### config.mk
export PLATFORM = sky130hd
export DESIGN_NAME = sx_slot_engine
export DESIGN_NICKNAME = d
export VERILOG_FILES = /design/src/rtl/sx_pkg.sv /design/src/rtl/sx_seq.sv /design/src/rtl/sx_crc.sv /design/src/rtl/sx_egress.sv /design/src/rtl/sx_slot_engine.sv
export SDC_FILE = /design/constraint.sdc
export NUM_CORES = 1
export LEC_CHECK = 0
export BUFFER_PORTS_ARGS = -buffer_cell sky130_fd_sc_hd__buf_4
export CORE_ASPECT_RATIO = 1.25
export CORE_MARGIN = 5
export CORE_UTILIZATION = 35
export DETAILED_ROUTE_END_ITERATION = 10
export PLACE_DENSITY = 0.62
export SYNTH_ARGS = -nofsm -noshare
export SYNTH_HDL_FRONTEND = slang
export SYNTH_SLANG_ARGS = --single-unit
### constraint.sdc
create_clock -name clk -period 5.2 [get_ports clk]
set_clock_uncertainty 0.2 [all_clocks]
set_input_delay 0.26 -clock clk [delete_from_list [all_inputs] [get_ports clk]]
set_output_delay 0.26 -clock clk [all_outputs]
set_load 0.03 [all_outputs]
### src/rtl/sx_pkg.sv
package sx_pkg;

    typedef enum logic [2:0] {
        ST_IDLE,
        ST_HUNT,
        ST_COUNT,
        ST_SEEK,
        ST_SWAP,
        ST_CHECK
    } sx_state_e;

    // One byte step of CRC-8, polynomial x^8+x^2+x+1, MSB first
    function automatic logic [7:0] crc8_step(input logic [7:0] acc, input logic [7:0] b);
        logic [7:0] c;
        c = acc ^ b;
        for (int i = 0; i < 8; i++) begin
            c = c[7] ? ((c << 1) ^ 8'h07) : (c << 1);
        end
        return c;
    endfunction

endpackage

### src/rtl/sx_seq.sv
module sx_seq
    import sx_pkg::*;
#(
    parameter int          M   = 4,
    parameter logic [7:0]  SFD = 8'hD5,
    localparam int         IDX_W = (M > 1) ? $clog2(M) : 1
) (
    input  logic             clk,
    input  logic             rst_n,
    input  logic             in_valid,
    input  logic [7:0]       in_data,
    output sx_state_e        state_o,
    output logic [IDX_W-1:0] idx_o
);
    localparam int STRIDE = M + 1;
    localparam int WAIT_W = 8 + $clog2(M + 2);

    sx_state_e         state_q, state_d;
    logic              valid_q;
    logic [WAIT_W-1:0] wait_q;
    logic [IDX_W-1:0]  idx_q;

    // state register
    always_ff @(posedge clk or negedge rst_n) begin
        if (!rst_n) begin
            state_q <= ST_IDLE;
            valid_q <= 1'b0;
        end else begin
            state_q <= state_d;
            valid_q <= in_valid;
        end
    end

    // next-state logic
    always_comb begin
        state_d = state_q;
        if (state_q != ST_IDLE && !in_valid) begin
            state_d = ST_IDLE;
        end else begin
            unique case (state_q)
                ST_IDLE: begin
                    if (in_valid && !valid_q)
                        state_d = (in_data == SFD) ? ST_COUNT : ST_HUNT;
                end
                ST_HUNT: begin
                    if (in_data == SFD) state_d = ST_COUNT;
                end
                ST_COUNT: begin
                    state_d = (in_data == 8'd0) ? ST_SWAP : ST_SEEK;
                end
                ST_SEEK: begin
                    if (wait_q == WAIT_W'(1)) state_d = ST_SWAP;
                end
                ST_SWAP: begin
                    if (idx_q == IDX_W'(M - 1)) state_d = ST_CHECK;
                end
                ST_CHECK: begin
                    state_d = ST_IDLE;
                end
                default: state_d = ST_IDLE;
            endcase
        end
    end

    // slot distance and byte index
    always_ff @(posedge clk or negedge rst_n) begin
        if (!rst_n) begin
            wait_q <= '0;
            idx_q  <= '0;
        end else if (in_valid) begin
            if (state_q == ST_COUNT) begin
                wait_q <= WAIT_W'(in_data) * WAIT_W'(STRIDE);
                idx_q  <= '0;
            end else if (state_q == ST_SEEK) begin
                wait_q <= wait_q - WAIT_W'(1);
            end else if (state_q == ST_SWAP) begin
                idx_q  <= idx_q + IDX_W'(1);
            end
        end
    end

    assign state_o = state_q;
    assign idx_o   = idx_q;

endmodule

### src/rtl/sx_crc.sv
module sx_crc
    import sx_pkg::*;
(
    input  logic       clk,
    input  logic       rst_n,
    input  logic       clear,
    input  logic       step,
    input  logic [7:0] tx_byte,
    input  logic [7:0] rx_byte,
    output logic [7:0] tx_crc,
    output logic [7:0] rx_crc
);
    always_ff @(posedge clk or negedge rst_n) begin
        if (!rst_n) begin
            tx_crc <= 8'h00;
            rx_crc <= 8'h00;
        end else if (clear) begin
            tx_crc <= 8'h00;
            rx_crc <= 8'h00;
        end else if (step) begin
            tx_crc <= crc8_step(tx_crc, tx_byte);
            rx_crc <= crc8_step(rx_crc, rx_byte);
        end
    end
endmodule

### src/rtl/sx_egress.sv
module sx_egress
    import sx_pkg::*;
#(
    parameter int  M = 4,
    localparam int IDX_W = (M > 1) ? $clog2(M) : 1
) (
    input  logic             clk,
    input  logic             rst_n,
    input  sx_state_e        state,
    input  logic [IDX_W-1:0] idx,
    input  logic             in_valid,
    input  logic [7:0]       in_data,
    input  logic [7:0]       resp_byte,
    input  logic [7:0]       tx_crc,
    input  logic             last_node,
    output logic             fwd_valid,
    output logic [7:0]       fwd_data,
    output logic             bwd_valid,
    output logic [7:0]       bwd_data,
    output logic [7:0]       tx_byte
);
    logic [7:0] sel;

    always_comb begin
        sel = in_data;
        if (in_valid) begin
            unique case (state)
                ST_COUNT: sel = in_data + 8'd1;
                ST_SWAP:  sel = resp_byte;
                ST_CHECK: sel = tx_crc;
                default:  sel = in_data;
            endcase
        end
    end

    assign tx_byte = resp_byte;

    always_ff @(posedge clk or negedge rst_n) begin
        if (!rst_n) begin
            fwd_valid <= 1'b0;
            fwd_data  <= 8'h00;
            bwd_valid <= 1'b0;
            bwd_data  <= 8'h00;
        end else begin
            fwd_valid <= in_valid & ~last_node;
            fwd_data  <= last_node ? 8'h00 : sel;
            bwd_valid <= in_valid & last_node;
            bwd_data  <= last_node ? sel : 8'h00;
        end
    end

    logic unused_idx;
    assign unused_idx = ^idx;
endmodule

### src/rtl/sx_slot_engine.sv
module sx_slot_engine
    import sx_pkg::*;
#(
    parameter int         M   = 4,
    parameter logic [7:0] SFD = 8'hD5
) (
    input  logic           clk,
    input  logic           rst_n,
    input  logic           in_valid,
    input  logic [7:0]     in_data,
    input  logic           last_node,
    input  logic [M*8-1:0] resp_data,
    output logic           fwd_valid,
    output logic [7:0]     fwd_data,
    output logic           bwd_valid,
    output logic [7:0]     bwd_data,
    output logic [M*8-1:0] cmd_data,
    output logic           cmd_valid,
    output logic           crc_error
);
    localparam int IDX_W = (M > 1) ? $clog2(M) : 1;

    sx_state_e        state;
    logic [IDX_W-1:0] idx;
    logic [7:0]       tx_crc, rx_crc, tx_byte, resp_byte;
    logic [7:0]       resp_b [M];
    logic [M*8-1:0]   shadow;
    logic             in_slot;

    assign in_slot = (state == ST_SWAP) && in_valid;

    sx_seq #(.M(M), .SFD(SFD)) seq_i (
        .clk(clk), .rst_n(rst_n), .in_valid(in_valid), .in_data(in_data),
        .state_o(state), .idx_o(idx)
    );

    // per-byte response select and command capture
    for (genvar k = 0; k < M; k++) begin : g_byte
        logic [7:0] cap_q;
        assign resp_b[k] = resp_data[k*8 +: 8];
        always_ff @(posedge clk or negedge rst_n) begin
            if (!rst_n)                          cap_q <= 8'h00;
            else if (in_slot && idx == IDX_W'(k)) cap_q <= in_data;
        end
        assign shadow[k*8 +: 8] = cap_q;
    end

    assign resp_byte = resp_b[idx];

    sx_crc crc_i (
        .clk(clk), .rst_n(rst_n),
        .clear(state == ST_COUNT),
        .step(in_slot),
        .tx_byte(tx_byte), .rx_byte(in_data),
        .tx_crc(tx_crc), .rx_crc(rx_crc)
    );

    sx_egress #(.M(M)) egr_i (
        .clk(clk), .rst_n(rst_n), .state(state), .idx(idx),
        .in_valid(in_valid), .in_data(in_data), .resp_byte(resp_byte),
        .tx_crc(tx_crc), .last_node(last_node),
        .fwd_valid(fwd_valid), .fwd_data(fwd_data),
        .bwd_valid(bwd_valid), .bwd_data(bwd_data), .tx_byte(tx_byte)
    );

    // command publication on slot check
    always_ff @(posedge clk or negedge rst_n) begin
        if (!rst_n) begin
            cmd_data  <= '0;
            cmd_valid <= 1'b0;
            crc_error <= 1'b0;
        end else begin
            cmd_valid <= 1'b0;
            crc_error <= 1'b0;
            if (state == ST_CHECK && in_valid) begin
                if (in_data == rx_crc) begin
                    cmd_data  <= shadow;
                    cmd_valid <= 1'b1;
                end else begin
                    crc_error <= 1'b1;
                end
            end
        end
    end

endmodule

# Yosys cells after proc, flatten, opt, wreduce, memory -nomap -nowiden
# Cells that the tools add are included.
# totals
reg_bits	117
latch_bits	0
ram_bits	0
mem_bits_ro	0
input_bits	44
out_inout_bits	52
wordCells	125
memories	0
# classes
add_sub_neg	3
multipliers	1
div	0
n_lt_le_gt_ge	1
n_eq_ne	16
shift	0
n_mux	44
n_bitwise	22
n_reduce_logical	21
# ops
cell	n
8-bit two-way mux	9
3-bit two-way mux	22
3-bit inverter	16
8-bit one-hot mux with 3 select lines	1
11-bit two-way mux	2
8-bit binary-select mux with 2-bit select	1
8-bit XOR	2
3-bit one-hot mux with 5 select lines	1
3-bit by 1-bit != test with 1-bit output (second input constant)	4
11-bit by 1-bit == test with 1-bit output (second input constant)	1
8-bit by 3-bit multiplier with 11-bit output (second input constant)	1
11-bit by 1-bit subtractor with 11-bit output (second input constant)	1
8-bit by 1-bit adder with 8-bit output (second input constant)	1
8-bit == test	1
8-bit == test (second input constant)	1
1-bit logical AND	8
8-bit zero test	1
2-bit two-way mux	4
3-bit by 2-bit == test with 1-bit output (second input constant)	2
3-bit == test (second input constant)	2
2-bit nonzero test	3
2-bit == test (second input constant)	2
1-bit two-way mux	4
2-bit AND reduction	2
14 further kinds	16

# Logic depth before layout (Yosys ltp)
# logic_depth
depth_word	23
ltp_mapped	11
depth_no_buf	11

# Cells and area by module
# Synthesis repeated with hierarchy kept, for this count alone.
# unflattened
hier_cells	552
hier_area_um2	6595.1
# modules_own_cells
mod	instances	cells_per_inst	area_each_um2	seq_area_each_um2
sx_slot_engine	1	165	2780.2	1651.6
sx_seq	1	175	1529.0	425.4
sx_crc	1	108	1253.7	400.4
sx_egress	1	104	1032.2	450.4

# Least setup slack after synthesis
# OpenSTA, ideal clock, no wires.
# synth_timing
path_type	input port to flip-flop
startpoint	input in_data[5]
endpoint	register cmd_data[12]
setup_time_ns	0.125
arrival_time_ns	2.163
required_ns	4.875
setup_slack_ns	2.712
cell_stages	8
path_buffers	2
path_cell_list	clkbuf_1 xnor2_1 ha_1 and3_1 nand3_1 nor2_1 clkbuf_1 mux2_2
# synth_between
elab_chain_len	2
# synth_lines
element	line_no	text
start, declared	sx_slot_engine.sv:10	input logic [7:0] in_data,
8-bit == test	sx_slot_engine.sv:76	if (in_data == rx_crc) begin
2-bit AND reduction (no source line)	n/a	
end signal, assigned	sx_slot_engine.sv:77	cmd_data <= shadow;
end, declared	sx_slot_engine.sv:17	output logic [M*8-1:0] cmd_data,
# No other way between the ends.
# A chain may end at the register's enable or synchronous reset.

# Final worst setup path
# layout_timing
startpoint	register seq_i.state_q[0], in the netlist seq_i.state_o[0]
endpoint	register egr_i.fwd_data[4]
# layout_between
elab_chain_len	4
elab_cells_between_ends	6
classes_between	eq/ne: 3; mux: 3
# layout_lines
element	line_no	text
start, declared	sx_seq.sv:18	sx_state_e state_q, state_d;
start signal, assigned	sx_seq.sv:29	state_q <= state_d;
3-bit == test or 3-bit by 2-bit == test with 1-bit output (tied branches)	sx_egress.sv:27	unique case (state)
8-bit one-hot mux with 3 select lines *	sx_egress.sv:27	
8-bit two-way mux *	sx_egress.sv:26	if (in_valid) begin
8-bit two-way mux *	sx_egress.sv:46	fwd_data <= last_node ? 8'h00 : sel;
end signal, assigned	sx_egress.sv:46	
end, declared	sx_egress.sv:17	output logic [7:0] fwd_data,
# Every way passes the cells marked *; elsewhere a longest branch is shown, timed or not.

==> results by group <==
Synth
  • Ys Warns: 0
  • Async set-reset flop share out of synthesis: 100%
  • Cell Area, Synth: 6020 µm²
  • EDFF count, synth: 0
  • Mapped Nets: 615
  • Seq cells post-synth: 117
  • Post-synth top area share: 48.6%
  • Post-synthesis sequential area ratio: 48.6%
  • Main synth FF type: dfrtp_1
  • Top cells by area, synth: dfrtp_1, mux2_2, ha_1
  • Area leader, netlist: dfrtp_1
  • Syn Inst Count: 546
  • Synthesized area per cell: 11.0 µm²
  • Netlist cell types: 46

Timing
  • Final Hold Fails: 0
  • # setup viols final: 0
  • Worst slew pin tran: 0.945 ns
  • Slew HR: 37.0%
  • Setup TNS: 0 ns
  • Post-route minimum period: 3.10 ns
  • Max-slew violations: 0
  • Final Cycle Share: 59.6%
  • Fmax: 323 MHz
  • RSZ-0062 raised after global routing: no

Clocking
  • # clock sinks: 117
  • Htree depth: 4
  • Root Driver: clkbuf_16
  • Clk pin slew, worst setup/hold paths: 0.06 ns
  • CTS tree: built
  • CTS buffer count: 17
  • # Post-CTS Setup Buffers: 0
  • CTS Hold Buffers Added: 4
  • Clk_lat worst skew: 0.41 ns
  • Clock Path Buffers: 2
  • # resized after CTS: 0

Critical path
  • Setup crit end kind: flop
  • CP Launch Point: seq_i.state_o[0]
  • RR Startpoint: seq_i.state_o[0]
  • Startpoint Class: flop
  • Arrival @ worst endpoint: 3.18 ns
  • Critical path peak fanout: 24
  • Critical Path RT: 5.28 ns
  • Crit Path Category: flop to flop

Drt
  • Number of vias per cell: 5.27
  • DR DRC count: 0
  • Wire length per cell: 17.1 µm
  • DRT Pass-1 Iters: 4
  • DRT Wirelength: 14,900 µm
  • Via count: 4,587
  • Initial DRC Count: 309
  • Antenna Violating Nets Remaining: 0

Flow run
  • Number of max-cap violations: 0

Worst hold path
  • Hold crit path type: primary input to flop
  • Hold Path Origin: in_data[1]

Floorplan
  • Core Area: 16,800 µm²
  • Die Ht: 157 µm
  • Chip width: 127 µm
  • IO Pins: 96
  • Initial Util: 35.7%
  • Number of cell rows: 53
  • DIE AREA: 19,900 µm²

Outcome
  • Status: finished, final reports clean

GRT
  • Initial antenna violation count: 0
  • Largest net degree at the start of global routing: 78
  • Gr ovfl total: 0
  • GRT Overall Usage: 15.3%
  • Number of global-route vias before repair: 4,718
  • First-pass GRT wire length: 24,200 µm

Place
  • IO Port Bufs: 95
  • GPL Wtd Cong: 0.882
  • DP HPWL: 10,700 µm

Finish
  • Nets: 706
  • Fill count: 1,548
  • Layout area overhead: 26.1%
  • Antenna Cells: 0
  • Proportion of layout cells with a drive suffix above 1: 30.2%

Power and ir drop
  • Pwr/cell area: 480 nW/µm²
  • P_leak: 3.60 nW
  • Max VDD drop: 213 µV
  • Tot Pwr: 3.64 mW
-- stage by stage --
stage	cell area, µm²	utilization (%)	hold slack (ns)	setup slack, ns	instances
after floorplan	6020	-	-0.236	2.71	546
final	7590	45.1	0.0453	2.10	870
after CTS	7590	45.1	0.0309	2.14	870
after global placement	6910	41.0	0.263	2.33	834
after detailed placement	6910	41.0	0.270	2.22	834
after global routing	7590	45.1	0.0559	1.80	870
-- report_power, final --
group / total [mW] / switching, mW / internal (mW)
logic: 1.15 / 0.633 / 0.514
registers: 1.24 / 0.177 / 1.06
clock network: 1.25 / 0.411 / 0.842
-- flip-flops by register name, summed over array words and instances (netlist names), 2 cells and up --
register / flops
egr_i.bwd_data: 8
egr_i.fwd_data: 8
crc_i.rx_crc: 8
g_byte.cap_q: 32
cmd_data: 32
crc_i.tx_crc: 8
seq_i.wait_q: 11
seq_i.idx_o: 2
seq_i.state_o: 3
-- metal layers --
metal  share of wire (%)  GRT usage, %  vias to the layer above
met5                   0             0                        -
met4                 2.5          6.69                        0
met3                 6.8          3.45                       25
met2                  48          25.3                      219
met1                  43          19.2                     2223
li1                    -             -                     2120
-- path summary, 6_finish.rpt --
path / endpoint / slack (ns) / cells past startpoint
worst max-delay path: egr_i.fwd_data[4] / 2.10 / 6
worst min-delay path: seq_i.wait_q[1] / 0.05 / 3
worst max register to register: egr_i.fwd_data[4] / 2.10 / 6
worst min register to register: g_byte[3].cap_q[0] / 0.28 / 2
max in group asynchronous: egr_i.fwd_data[4] / 3.37 / 3
min in group asynchronous: seq_i.state_o[0] / 0.35 / 2
-- synthesized netlist by cell type, types with 6 or more instances --
library cell,number
dfrtp_1,117
a22oi_1,8
o22ai_1,6
a31oi_1,8
nor2_1,30
a21oi_1,16
and3_1,6
o21ai_0,53
mux2i_1,10
inv_1,14
ha_1,24
mux2_2,59
clkbuf_1,23
nand3_1,23
nand2_1,46
xnor2_1,30
nor3_1,7
xor2_1,12
-- critical path, cell delays in order (launching register included) --
cell and delay, ns:
dfrtp_1 0.64, inv_1 0.51, nand2_1 0.64, a21oi_1 0.51
o21ai_0 0.15, a22oi_1 0.24, nor2_1 0.08
-- layout make-up --
class                           count  area (µm²)  area share [%]
Sequential cell                   117        2930            38.6
Multi-Input combinational cell    384        2910            38.4
Timing Repair Buffer              102         776            10.2
Clock buffer                       21         470            6.20
Tap cell                          220         275            3.63
Clock inverter                     11         171            2.26
Inverter                           15        56.3           0.742
-- logic make-up (layout without fill, tap and decap cells) --
group                    after synthesis  in the layout  share of synthesized area (%)
AO/OA/AOI/OAI                        112            112                           11.0
XOR/XNOR                              46             46                           7.38
adder cells (fa/ha/maj)               25             25                           5.32
buffers and inverters                 45            149                           3.10
flip-flops                           117            117                           48.6
multiplexers                          75             75                           15.2
AND/OR/NAND/NOR                      126            126                           9.41
-- cells in the final DEF, fill, tap and decap left out, types with 3 or more instances in the layout --
master	count
a21o_1	3
a22oi_1	8
nand2_1	46
nor3_1	7
xnor2_2	3
and3_1	6
a31oi_1	8
o21ai_0	53
nor2b_1	3
clkbuf_8	3
nor2_1	29
a21oi_1	16
xor2_1	12
o221ai_1	3
bufinv_16	4
xnor2_1	30
dlygate4sd3_1	4
o22ai_1	6
inv_1	14
buf_4	98
mux2i_1	10
mux4_1	4
a211oi_1	3
nand3_1	23
clkbuf_16	17
mux2_2	59
ha_1	24
dfrtp_1	117
No activity file was read; power rests on OpenSTA's default activity.
